### config.mk
export PLATFORM = sky130hd
export DESIGN_NAME = vsc_unit
export DESIGN_NICKNAME = d
export VERILOG_FILES = /design/src/rtl/vsc_pkg.sv /design/src/rtl/vsc_op_ctrl.sv /design/src/rtl/vsc_lane_cmp.sv /design/src/rtl/vsc_lane_sel.sv /design/src/rtl/vsc_unit.sv
export SDC_FILE = /design/constraint.sdc
export NUM_CORES = 1
export LEC_CHECK = 0
export ABC_AREA = 1
export CAP_MARGIN = 20
export CORE_ASPECT_RATIO = 1.25
export CORE_UTILIZATION = 40
export DETAILED_ROUTE_END_ITERATION = 6
export PLACE_DENSITY = 0.72
export SYNTH_ARGS = -nofsm -noshare
export SYNTH_HDL_FRONTEND = slang
export SYNTH_HIERARCHICAL = 1
export SYNTH_SLANG_ARGS = --single-unit
### constraint.sdc
create_clock -name clk -period 4.9 [get_ports clk]
set_input_delay 0.98 -clock clk [delete_from_list [all_inputs] [get_ports clk]]
set_output_delay 0.98 -clock clk [all_outputs]
set_load 0.02 [all_outputs]
### src/rtl/vsc_pkg.sv
package vsc_pkg;

    localparam int DEF_LANES = 8;
    localparam int DEF_WIDTH = 16;

    typedef enum logic [2:0] {
        OP_LT   = 3'd0,
        OP_EQ   = 3'd1,
        OP_NE   = 3'd2,
        OP_GE   = 3'd3,
        OP_MRG  = 3'd4,
        OP_CLIP = 3'd5
    } vsc_op_e;

    // Decoded control for one operation
    typedef struct packed {
        logic legal;
        logic sel;
        logic mrg;
        logic clip;
        logic use_eq;
        logic invert;
    } vsc_ctrl_t;

    // Per-lane relations computed from the operands and flags
    typedef struct packed {
        logic lt_x;   // less-than including flag tie rule
        logic eq_x;   // equal qualified by not-equal flag
        logic ge_c;   // vs >= vt
        logic le_n;   // vs <= -vt
    } vsc_rel_t;

    function automatic vsc_ctrl_t vsc_decode(input logic [2:0] op);
        vsc_ctrl_t c;
        c = '0;
        case (op)
            OP_LT:   begin c.legal = 1'b1; c.sel = 1'b1; end
            OP_GE:   begin c.legal = 1'b1; c.sel = 1'b1; c.invert = 1'b1; end
            OP_EQ:   begin c.legal = 1'b1; c.sel = 1'b1; c.use_eq = 1'b1; end
            OP_NE:   begin c.legal = 1'b1; c.sel = 1'b1; c.use_eq = 1'b1; c.invert = 1'b1; end
            OP_MRG:  begin c.legal = 1'b1; c.mrg = 1'b1; end
            OP_CLIP: begin c.legal = 1'b1; c.clip = 1'b1; end
            default: c = '0;
        endcase
        return c;
    endfunction

endpackage

### src/rtl/vsc_op_ctrl.sv
module vsc_op_ctrl
    import vsc_pkg::*;
(
    input  logic [2:0] op,
    output vsc_ctrl_t  ctrl
);
    always_comb begin
        ctrl = vsc_decode(op);
    end
endmodule

### src/rtl/vsc_lane_cmp.sv
module vsc_lane_cmp
    import vsc_pkg::*;
#(
    parameter int W = DEF_WIDTH
) (
    input  logic [W-1:0] a,
    input  logic [W-1:0] b,
    input  logic         borrow,
    input  logic         ne,
    output vsc_rel_t     rel
);
    // One extra bit so the negation of the most negative value is exact
    logic signed [W:0] a_x;
    logic signed [W:0] b_x;
    logic signed [W:0] nb_x;
    logic              same;

    always_comb begin
        a_x  = {a[W-1], a};
        b_x  = {b[W-1], b};
        nb_x = -b_x;
        same = (a == b);
        rel.lt_x = (a_x < b_x) | (same & borrow & ne);
        rel.eq_x = same & ~ne;
        rel.ge_c = (a_x >= b_x);
        rel.le_n = (a_x <= nb_x);
    end
endmodule

### src/rtl/vsc_lane_sel.sv
module vsc_lane_sel
    import vsc_pkg::*;
#(
    parameter int W = DEF_WIDTH
) (
    input  vsc_ctrl_t    ctrl,
    input  vsc_rel_t     rel,
    input  logic [W-1:0] vs,
    input  logic [W-1:0] vt,
    input  logic         code_lo,
    input  logic         code_hi,
    output logic [W-1:0] res,
    output logic         lo,
    output logic         hi
);
    logic cond;

    always_comb begin
        cond = ctrl.invert ^ (ctrl.use_eq ? rel.eq_x : rel.lt_x);
        res  = vt;
        lo   = code_lo;
        hi   = code_hi;
        if (ctrl.sel) begin
            res = cond ? vs : vt;
            lo  = cond;
            hi  = 1'b0;
        end else if (ctrl.mrg) begin
            res = code_lo ? vs : vt;
        end else if (ctrl.clip) begin
            res = rel.ge_c ? vt : vs;
            lo  = rel.ge_c;
            hi  = rel.le_n;
        end
    end
endmodule

### src/rtl/vsc_unit.sv
module vsc_unit
    import vsc_pkg::*;
#(
    parameter int LANES = DEF_LANES,
    parameter int W     = DEF_WIDTH
) (
    input  logic                 clk,
    input  logic                 rst,
    input  logic                 in_valid,
    input  logic [2:0]           in_op,
    input  logic [LANES*W-1:0]   in_vs,
    input  logic [LANES*W-1:0]   in_vt,
    input  logic [2*LANES-1:0]   in_flags,
    output logic                 out_valid,
    output logic [LANES*W-1:0]   out_res,
    output logic [2*LANES-1:0]   out_code,
    output logic                 out_flag_clr
);
    localparam int VW = LANES * W;
    localparam int CW = 2 * LANES;

    vsc_ctrl_t         ctrl;
    vsc_rel_t          rel [LANES];
    logic [VW-1:0]     res_n;
    logic [CW-1:0]     code_n;
    logic [VW-1:0]     res_q;
    logic [CW-1:0]     code_q;
    logic              vld_q;
    logic              clr_q;
    logic              fire;

    vsc_op_ctrl u_ctrl (
        .op   (in_op),
        .ctrl (ctrl)
    );

    for (genvar i = 0; i < LANES; i++) begin : g_lane
        vsc_lane_cmp #(.W(W)) u_cmp (
            .a      (in_vs[i*W +: W]),
            .b      (in_vt[i*W +: W]),
            .borrow (in_flags[i]),
            .ne     (in_flags[LANES+i]),
            .rel    (rel[i])
        );
        vsc_lane_sel #(.W(W)) u_sel (
            .ctrl    (ctrl),
            .rel     (rel[i]),
            .vs      (in_vs[i*W +: W]),
            .vt      (in_vt[i*W +: W]),
            .code_lo (code_q[i]),
            .code_hi (code_q[LANES+i]),
            .res     (res_n[i*W +: W]),
            .lo      (code_n[i]),
            .hi      (code_n[LANES+i])
        );
    end

    assign fire = in_valid & ctrl.legal;

    always_ff @(posedge clk) begin
        if (rst) begin
            res_q  <= '0;
            code_q <= '0;
            vld_q  <= 1'b0;
            clr_q  <= 1'b0;
        end else begin
            vld_q <= fire;
            clr_q <= fire & ctrl.sel;
            if (fire) begin
                res_q  <= res_n;
                code_q <= code_n;
            end
        end
    end

    assign out_valid    = vld_q;
    assign out_res      = res_q;
    assign out_code     = code_q;
    assign out_flag_clr = clr_q;
endmodule

# ---- Word level (Yosys, flattened, before mapping)
# Cells that the tools add are included.
dict set report word_totals {
  register_bits 146
  input_bits 278
  out_inout_bits 146
  word_cells 217
}
dict set report op_classes {
  addsub 8
  n_lt_le_gt_ge 24
  n_eq_ne 14
  n_mux 110
  bitwise 50
  reduce_logical 7
}
# cell count
set op_table {}
lappend op_table {{$mux W16} 48}
lappend op_table {{$le A16 B17 Y1} 8}
lappend op_table {{$neg A16 Y17} 8}
lappend op_table {{$eq A16 B16 Y1} 8}
lappend op_table {{$ge A16 B16 Y1} 8}
lappend op_table {{$lt A16 B16 Y1} 8}
lappend op_table {{$mux W1} 62}
lappend op_table {{$and A1 B1 Y1} 26}
lappend op_table {{$not A1 Y1} 8}
lappend op_table {{$or A1 B1 Y1} 8}
lappend op_table {{$xor A1 B1 Y1} 8}
lappend op_table {{$eq A3 B2 Y1 const B} 2}
lappend op_table {{$eq A3 B3 Y1 const B} 2}
lappend op_table {{$reduce_or A6 Y1} 1}
lappend op_table {{$reduce_or A2 Y1} 2}
lappend op_table {{$reduce_or A4 Y1} 1}
lappend op_table {{$eq A3 B1 Y1 const B} 1}
lappend op_table {{$logic_not A3 Y1} 1}
lappend op_table {{$reduce_and A3 Y1} 1}
lappend op_table {{$ne A2 B1 Y1 const B} 1}
lappend op_table {{$reduce_bool A2 Y1} 1}

# ---- Depth between registers and ports, before layout
# Gate-level depths: netlist of run 1.
dict set report depth {
  ltp_word 8
  depth_mapped 24
  mapped_depth_nobuf 23
}

# ---- By module
# Netlist of run 1, hierarchy kept.
# module n_inst cells_each area_per_inst_um2 seq_area_each_um2
set modules_own_cells {}
lappend modules_own_cells {vsc_lane_sel 8 247 1189.9 0.0}
lappend modules_own_cells {vsc_unit 1 917 5901.9 2922.8}
lappend modules_own_cells {{vsc_lane_cmp (g_lane[2].u_cmp ...)} 4 198 1219.9 0.0}
lappend modules_own_cells {{vsc_lane_cmp (g_lane[0].u_cmp ...)} 4 193 1192.4 0.0}
lappend modules_own_cells {vsc_op_ctrl 1 11 47.5 0.0}

# ---- Least setup slack after synthesis of run 1
# Ideal clock, no wire load.
dict set report synth_path {
  path_kind {input to register}
  startpoint {input port in_op[1]}
  endpoint {register res_q[10], in the netlist out_res[10]}
  setup_ns 0.064
  arrival_time_ns 3.846
  required_ns 4.836
  slack_ns 0.990
  path_stages 9
  path_buffers 1
  path_cell_list {inv_1 nor2_1 nand3_2 buf_6 nand3_1 nand3_1 nand2_1 nor2_1 nor2_1}
}
# item line
set synth_lines {}
lappend synth_lines {{start, declared} vsc_unit.sv:10} ;# input logic [2:0] in_op,
lappend synth_lines {{end signal, assigned} vsc_unit.sv:70} ;# res_q <= res_n;
lappend synth_lines {{end, declared} vsc_unit.sv:26} ;# logic [VW-1:0] res_q;

==> impl_metrics.env, run 1 <==
export IMPL_top_level_ports=424
export IMPL_fin_skew_ns=0.01790
export IMPL_outcome="finished, final reports clean"
export IMPL_cp_data_arrival_time_ns=4.11
export IMPL_route_detailed_vias_per_inst=5.131
export IMPL_postCtsSetupBuffers=0
export IMPL_reg2reg_from="out_code[6]"
export IMPL_grt_pass1_vias=25980
export IMPL_synth_enable_flop_cells=0
export IMPL_synth_warning_count=6
export IMPL_synth_top_area_frac=0.2016
export IMPL_timing_max_slew_rel_slack=0.3673
export IMPL_tightestPinTransition_ns=0.9491
export IMPL_met3WireLength_um=5296
export IMPL_clk_pin_slew_ns=0.07
export IMPL_gp_congestion=0.9929
export IMPL_design_die_area_um2=63810
export IMPL_floorplan_core_area_um2=62020
export IMPL_port_buffer_count=423
export IMPL_global_route_overflow_total=0
export IMPL_setup_worst_path_class="in -> reg"
export IMPL_cell_types_occupying_the_most_area_after_synthesis="sky130_fd_sc_hd__nand2_1 20%, sky130_fd_sc_hd__ha_1 13%, sky130_fd_sc_hd__nand3_1 12%"
export IMPL_timing_critical_path_mode_cell="sky130_fd_sc_hd__nand2_1"
export IMPL_max_clock_freq_mhz=266.8
export IMPL_timing_hold_worst_endpoint="out_res[31]"
export IMPL_met1Wirelength_um=34430
export IMPL_cp_slowest_stage_delay_ns=0.58
export IMPL_vias=28777
export IMPL_synthDominantAreaCellType="sky130_fd_sc_hd__nand2_1"
export IMPL_die_w_um=226.1
export IMPL_met2_wirelength_um=39790
export IMPL_fill_cells=6663
export IMPL_worstPathCellList="clkdlybuf4s50_1 > inv_1 > ha_1 > a21oi_1 > o21ai_0 > a21oi_1 > nand2_1 > nand2_1 > nand3_1 > inv_1 > nand2_2 > inv_2 > nand2_1 > nand3_1 > nand2_1 > nand2_1 > nand2_1 > nor2_1 > nor2_1"
export IMPL_ys_async_sr_fraction=0
export IMPL_ant_nets=0
export IMPL_cts_max_path_buffers=2
export IMPL_root_buffer="sky130_fd_sc_hd__clkbuf_16"
export IMPL_hold_viol=0
export IMPL_ys_dominant_reg_cell="sky130_fd_sc_hd__dfxtp_1"
export IMPL_synth_seq_cells=146
export IMPL_maxSlewViolCount=0
export IMPL_clock_tree_htree_level_count=4
export IMPL_final_min_period_over_clock_period=0.7650
export IMPL_grt_setup_unrepaired="no"
export IMPL_p_per_area_nw_per_um2=184.9
export IMPL_synth_top_cells_by_count="1349 x sky130_fd_sc_hd__nand2_1, 596 x sky130_fd_sc_hd__nand3_1, 569 x sky130_fd_sc_hd__inv_1"
export IMPL_initial_core_util=0.4050
export IMPL_route_detailed_wl_per_inst_um=14.85
export IMPL_drtIter0Drc=2528
export IMPL_min_delay_path_class="reg -> reg"
export IMPL_synthDistinctLibCells=29
export IMPL_whs_path_depth=4
export IMPL_finalNetCount=5305
export IMPL_switching_share=0.4385
export IMPL_grt_first_pass_wirelength_um=132800
export IMPL_die_h_um=282.2
export IMPL_startpoint_type="primary input"
export IMPL_globalRouteTotalUtil=0.2552
export IMPL_clock_latency_late_sink_ns=0.49
export IMPL_dp_hpwl_um=64160
export IMPL_row_count=102
export IMPL_maxCapViolCount=0
export IMPL_fin_cells=5608
export IMPL_internal_power_mw=3.128
export IMPL_sequential_share_of_power=0.243
export IMPL_syn_area_um2=25120
export IMPL_cell_count_after_synthesis=4468
export IMPL_cts_hold_buf=0
export IMPL_dr_pass1_iters=5
export IMPL_cellLeakagePower_nw=16.05
export IMPL_post_route_minimum_period_ns=3.748
export IMPL_numPlacedInstances=5576
export IMPL_regToRegEndpoint="out_res[97]"
export IMPL_power_share_combinational=0.506
export IMPL_antenna_cells_inserted=0
export IMPL_cts_sink_cnt=146
export IMPL_holdCritStartpoint="out_res[31]"
export IMPL_critical_path_fanout_max=17
export IMPL_largest_net_degree_at_the_start_of_global_routing=155
export IMPL_setup_reg_to_reg_worst_slack_ns=3.41
export IMPL_clockPowerShare=0.251
export IMPL_timing_setup_tns_ns=0
export IMPL_worst_r2r_cell_count=8
export IMPL_synth_area_per_cell_um2=5.622
export IMPL_worst_ir_drop_vdd_uv=235.5
export IMPL_cp_max_stage_cell="sky130_fd_sc_hd__clkdlybuf4s50_1"
export IMPL_syn_num_nets=5010
export IMPL_setup_violations_final=0
export IMPL_path_delay_family="buffers and inverters"
export IMPL_cts_buffers_inserted=17
export IMPL_critPathBufInv=4
export IMPL_end_kind="flip-flop"
export IMPL_power_switching_mw=2.443
export IMPL_critPathRequiredTime_ns=5.26
export IMPL_post_cts_resized=0
export IMPL_dr_max_layer_used="met4"
export IMPL_drt_total_wl_um=83260
export IMPL_yosysSeqAreaShare=0.1164
export IMPL_antenna_found_initial=0
export IMPL_tritoncts="yes"
export IMPL_most_repeated_cell_in_the_gate_level_netlist_after_synthesis="sky130_fd_sc_hd__nand2_1"
export IMPL_drc_errors=0
export IMPL_worst_path_stages=19
export IMPL_flow_area_growth_from_synthesis_pct=19.94
export IMPL_layout_drive_gt1_share=0.07265
==> power by group through the flow <==
stage	clock, mW	combinational [mW]	sequential, mW
6_report	1.40	2.82	1.35
5_1_grt	1.49	3.16	1.37
4_1_cts	1.46	2.81	1.36
3_5_place_dp	0	2.79	1.38
3_3_place_gp	0	2.76	1.38
2_1_floorplan	0	1.74	1.50
==> placed cells by master (no fill, tap or decap), drive strengths merged, types with 25 or more instances in the layout <==
master	n
a21oi	240
clkdlybuf4s50	423
dfxtp	146
ha	264
inv	703
nand2	1381
nand3	692
nand4	64
nor2	473
nor3	25
o21ai	180
xor2	88
==> cell families (layout without fill, tap and decap cells) <==
kind of cell,Yosys count,in the layout,synth area share
AO/OA/AOI/OAI,436,436,0.08847
AND/OR/NAND/NOR,2652,2652,0.4812
buffers and inverters,882,1190,0.1518
adder cells (fa/ha/maj),264,264,0.1315
flip-flops,146,146,0.1164
XOR/XNOR,88,88,0.03068
==> state kept, by name, summed over array words and instances (netlist names) <==
register and count:
out_code 16, out_res 128, out_flag_clr 1, out_valid 1
==> layout make-up <==
class                   instances  area, um^2  area share
clock buffers                  17       425.4     0.01412
clock inverters                15       170.2    0.005648
inverters                     715        2689     0.08925
well taps                     832        1041     0.03455
repair buffers                443        4459      0.1480
flip-flops and latches        146        2923     0.09702
multi-input cells            3440       18420      0.6114
==> through the flow <==
step | instance area (um^2) | worst slack (ns) | utilization | hold WS (ns) | power (mW)
floorplan | 25120 | 0.9904 | - | 0.5852 | 3.242
global placement | 29530 | 0.8008 | 0.4761 | 0.4952 | 4.146
detailed placement | 29530 | 0.7595 | 0.4761 | 0.4979 | 4.176
CTS | 30130 | 1.283 | 0.4857 | 0.5115 | 5.624
global route | 30130 | 0.9032 | 0.4857 | 0.5329 | 6.020
finish | 30130 | 1.152 | 0.4857 | 0.5095 | 5.571
==> worst max path at each step <==
stage	from	to	slack, ns
final	in_vt[31]	out_res[20]	1.15
after global placement	in_vt[127]	out_res[118]	0.80
after floorplan	in_op[1]	out_res[10]	0.99
after global routing	in_vt[31]	out_res[23]	0.90
after CTS	in_vt[31]	out_res[20]	1.28
after detailed placement	in_vt[31]	out_res[20]	0.76
==> layer usage <==
metal | up-vias | track usage
met4 | 0 | 0.1284
met5 | - | 0
met2 | 1010 | 0.4390
met1 | 12754 | 0.3075
met3 | 201 | 0.03781
li1 | 14812 | -
==> worst reg2reg max path: stages (launching register included) <==
cell and delay (ns):
sky130_fd_sc_hd__dfxtp_1 0.41, sky130_fd_sc_hd__buf_4 0.34, sky130_fd_sc_hd__a21oi_1 0.12, sky130_fd_sc_hd__o21ai_0 0.10
sky130_fd_sc_hd__nand2_1 0.07, sky130_fd_sc_hd__nand2_1 0.06, sky130_fd_sc_hd__nand2_1 0.08, sky130_fd_sc_hd__nor2_1 0.12
sky130_fd_sc_hd__nor2_1 0.06
No activity file was read; power rests on OpenSTA's default activity.
==> run 2: changes to the inputs <==
Settings changed: PLACE_DENSITY 0.72 to 0.74.
Clock period 4.9 ns to 3.18 ns, I/O delays scaled along.
==> run 2 against run 1 <==
Register-to-register slack lost 1.7 ns. Sequential power is 55% higher. Power increased by 65%. Largest power group unchanged. Highest routed layer is now met5. Count of clock-buffer cells in the layout is the same. Clock power grew 45%. Largest cell class unchanged. Clock skew decreased by 0.0019 ns. Flip-flop and latch count is the same. Via count increased by 7.3%. Critical path type unchanged. Combinational power increased by 79%. Critical path depth shrank 3.
==> impl_metrics.env, run 2 (synthesis gave the netlist of run 1 again) <==
export IMPL_row_count=102
export IMPL_totalPowerFinal_mw=9.179
export IMPL_end_kind="flip-flop"
export IMPL_route_detailed_wl_per_inst_um=14.51
export IMPL_dr_pass1_iters=7
export IMPL_cts_sink_cnt=146
export IMPL_timing_setup_tns_ns=0
export IMPL_post_route_cell_area_um2=34630
export IMPL_p_per_area_nw_per_um2=265.0
export IMPL_maxCapViolCount=0
export IMPL_die_h_um=282.2
export IMPL_flow_area_growth_from_synthesis_pct=37.88
export IMPL_root_buffer="sky130_fd_sc_hd__clkbuf_16"
export IMPL_route_detailed_vias_per_inst=5.008
export IMPL_cts_max_path_buffers=2
export IMPL_reg2reg_from="out_code[1]"
export IMPL_largest_net_degree_at_the_start_of_global_routing=94
export IMPL_timing_hold_worst_endpoint="out_res[33]"
export IMPL_post_dp_cell_area_um2=34030
export IMPL_post_route_minimum_period_ns=2.991
export IMPL_drc_errors=0
export IMPL_whs_path_depth=4
export IMPL_final_common_cell="sky130_fd_sc_hd__nand2_1"
export IMPL_grt_first_pass_wirelength_um=142300
export IMPL_mostFrequentLayoutCells="1348 x sky130_fd_sc_hd__nand2_1, 595 x sky130_fd_sc_hd__nand3_1, 569 x sky130_fd_sc_hd__inv_1"
export IMPL_outcome="finished, final reports clean"
export IMPL_grt_setup_unrepaired="no"
export IMPL_clock_tree_htree_level_count=4
export IMPL_cts_hold_buf=0
export IMPL_final_min_period_over_clock_period=0.9404
export IMPL_startpoint_type="primary input"
export IMPL_cellLeakagePower_nw=18.84
export IMPL_ant_nets=0
export IMPL_vias=30867
export IMPL_critPathRequiredTime_ns=3.56
export IMPL_fin_skew_ns=0.01600
export IMPL_maxSlewViolCount=0
export IMPL_grt_pass1_vias=28554
export IMPL_setup_worst_path_class="in -> reg"
export IMPL_holdWs_ns=0.5109
export IMPL_min_delay_path_class="reg -> reg"
export IMPL_drtIter0Drc=2210
export IMPL_hold_viol=0
export IMPL_critical_path_fanout_max=17
export IMPL_antenna_found_initial=3
export IMPL_regToRegEndpoint="out_res[30]"
export IMPL_setup_reg_to_reg_worst_slack_ns=1.73
export IMPL_clk_pin_slew_ns=0.07
export IMPL_timing_max_slew_rel_slack=0.5909
export IMPL_globalRouteTotalUtil=0.2747
export IMPL_gp_congestion=0.9782
export IMPL_layout_drive_gt1_share=0.1699
export IMPL_tightestPinTransition_ns=0.6117
export IMPL_max_clock_freq_mhz=334.4
export IMPL_largest_register_ff_count=128
export IMPL_cp_data_arrival_time_ns=3.37
export IMPL_die_w_um=226.1
export IMPL_top_level_ports=424
export IMPL_tritoncts="yes"
export IMPL_setup_violations_final=0
export IMPL_floorplan_core_area_um2=62020
export IMPL_initial_core_util=0.4050
export IMPL_global_route_overflow_total=0
export IMPL_holdCritStartpoint="out_res[33]"
export IMPL_worst_r2r_cell_count=8
export IMPL_cts_buffers_inserted=17
export IMPL_port_buffer_count=423
export IMPL_dp_hpwl_um=71310
export IMPL_drt_total_wl_um=89450
export IMPL_worst_ir_drop_vdd_uv=360.2
export IMPL_finalNetCount=5857
export IMPL_design_die_area_um2=63810
export IMPL_clock_latency_late_sink_ns=0.49
==> run 2: changes by cell type in the layout (fill, tap and decap cells not counted), sizes merged <==
cell      delta
buf        +552
clkinv       +4
diode        +3
bufinv       -2
clkinvlp     -2
==> run 2: worst max path at each step <==
stage | start | endpoint | slack, ns
floorplan | in_op[2] | out_res[119] | 0.32
global placement | in_vt[55] | out_res[52] | -0.28
detailed placement | in_vt[62] | out_res[52] | -0.29
CTS | in_vt[61] | out_res[52] | 0.25
global route | in_vt[32] | out_code[10] | 0.01
finish | in_vt[62] | out_res[52] | 0.19
==> run 2: stage by stage <==
| stage | worst slack [ns] | utilization | instances |
|---|---|---|---|
| floorplan | 0.3171 | - | 4468 |
| global placement | -0.2765 | 0.5487 | 6127 |
| detailed placement | -0.2869 | 0.5487 | 6127 |
| CTS | 0.2498 | 0.5575 | 6159 |
| global route | 0.01035 | 0.5583 | 6162 |
| finish | 0.1895 | 0.5584 | 6163 |
==> run 2: cell type report <==
| type | count | area [um^2] |
|---|---|---|
| Inverter | 715 | 2691 |
| Sequential cell | 146 | 2923 |
| Timing Repair Buffer | 995 | 8966 |
| Clock inverter | 15 | 122.6 |
| Clock buffer | 17 | 425.4 |
| Antenna cell | 3 | 7.507 |
| Fill cell | 6172 | 27390 |
| Tap cell | 832 | 1041 |
| Multi-Input combinational cell | 3440 | 18460 |
==> run 2: repair_timing <==
item	4_1_cts	5_1_grt
gates resized for setup	0	10
buffers inserted	0	1
endpoints found under the hold margin	0	0
setup endpoints to repair	0	12
==> run 2: worst max-delay path, cell delays in order <==
cell	delay, ns
sky130_fd_sc_hd__clkdlybuf4s50_1	0.54
sky130_fd_sc_hd__inv_1	0.11
sky130_fd_sc_hd__ha_1	0.28
sky130_fd_sc_hd__nand2_1	0.06
sky130_fd_sc_hd__nor2_1	0.14
sky130_fd_sc_hd__nand2_1	0.12
sky130_fd_sc_hd__nor3b_2	0.21
sky130_fd_sc_hd__inv_1	0.07
sky130_fd_sc_hd__nor2_1	0.25
sky130_fd_sc_hd__nand2_1	0.18
sky130_fd_sc_hd__nand3_4	0.25
sky130_fd_sc_hd__nand3_1	0.11
sky130_fd_sc_hd__nand3_1	0.10
sky130_fd_sc_hd__nand2_1	0.06
sky130_fd_sc_hd__nor2_1	0.17
sky130_fd_sc_hd__nor2_1	0.07
==> run 2: power breakdown <==
group          internal [mW]  leakage (nW)  switching, mW
Clock                   1.02         0.274           1.01
Combinational           2.21          17.4           2.85
Sequential              1.99          1.21          0.104
Total                   5.22          18.8           3.96
==> run 2: metal layers <==
| metal | track usage | wire [um] |
|---|---|---|
| met1 | 0.3251 | 37230 |
| met3 | 0.03843 | 4838 |
| met2 | 0.4973 | 44330 |
| met5 | 0 | 16 |
| met4 | 0.1041 | 3032 |
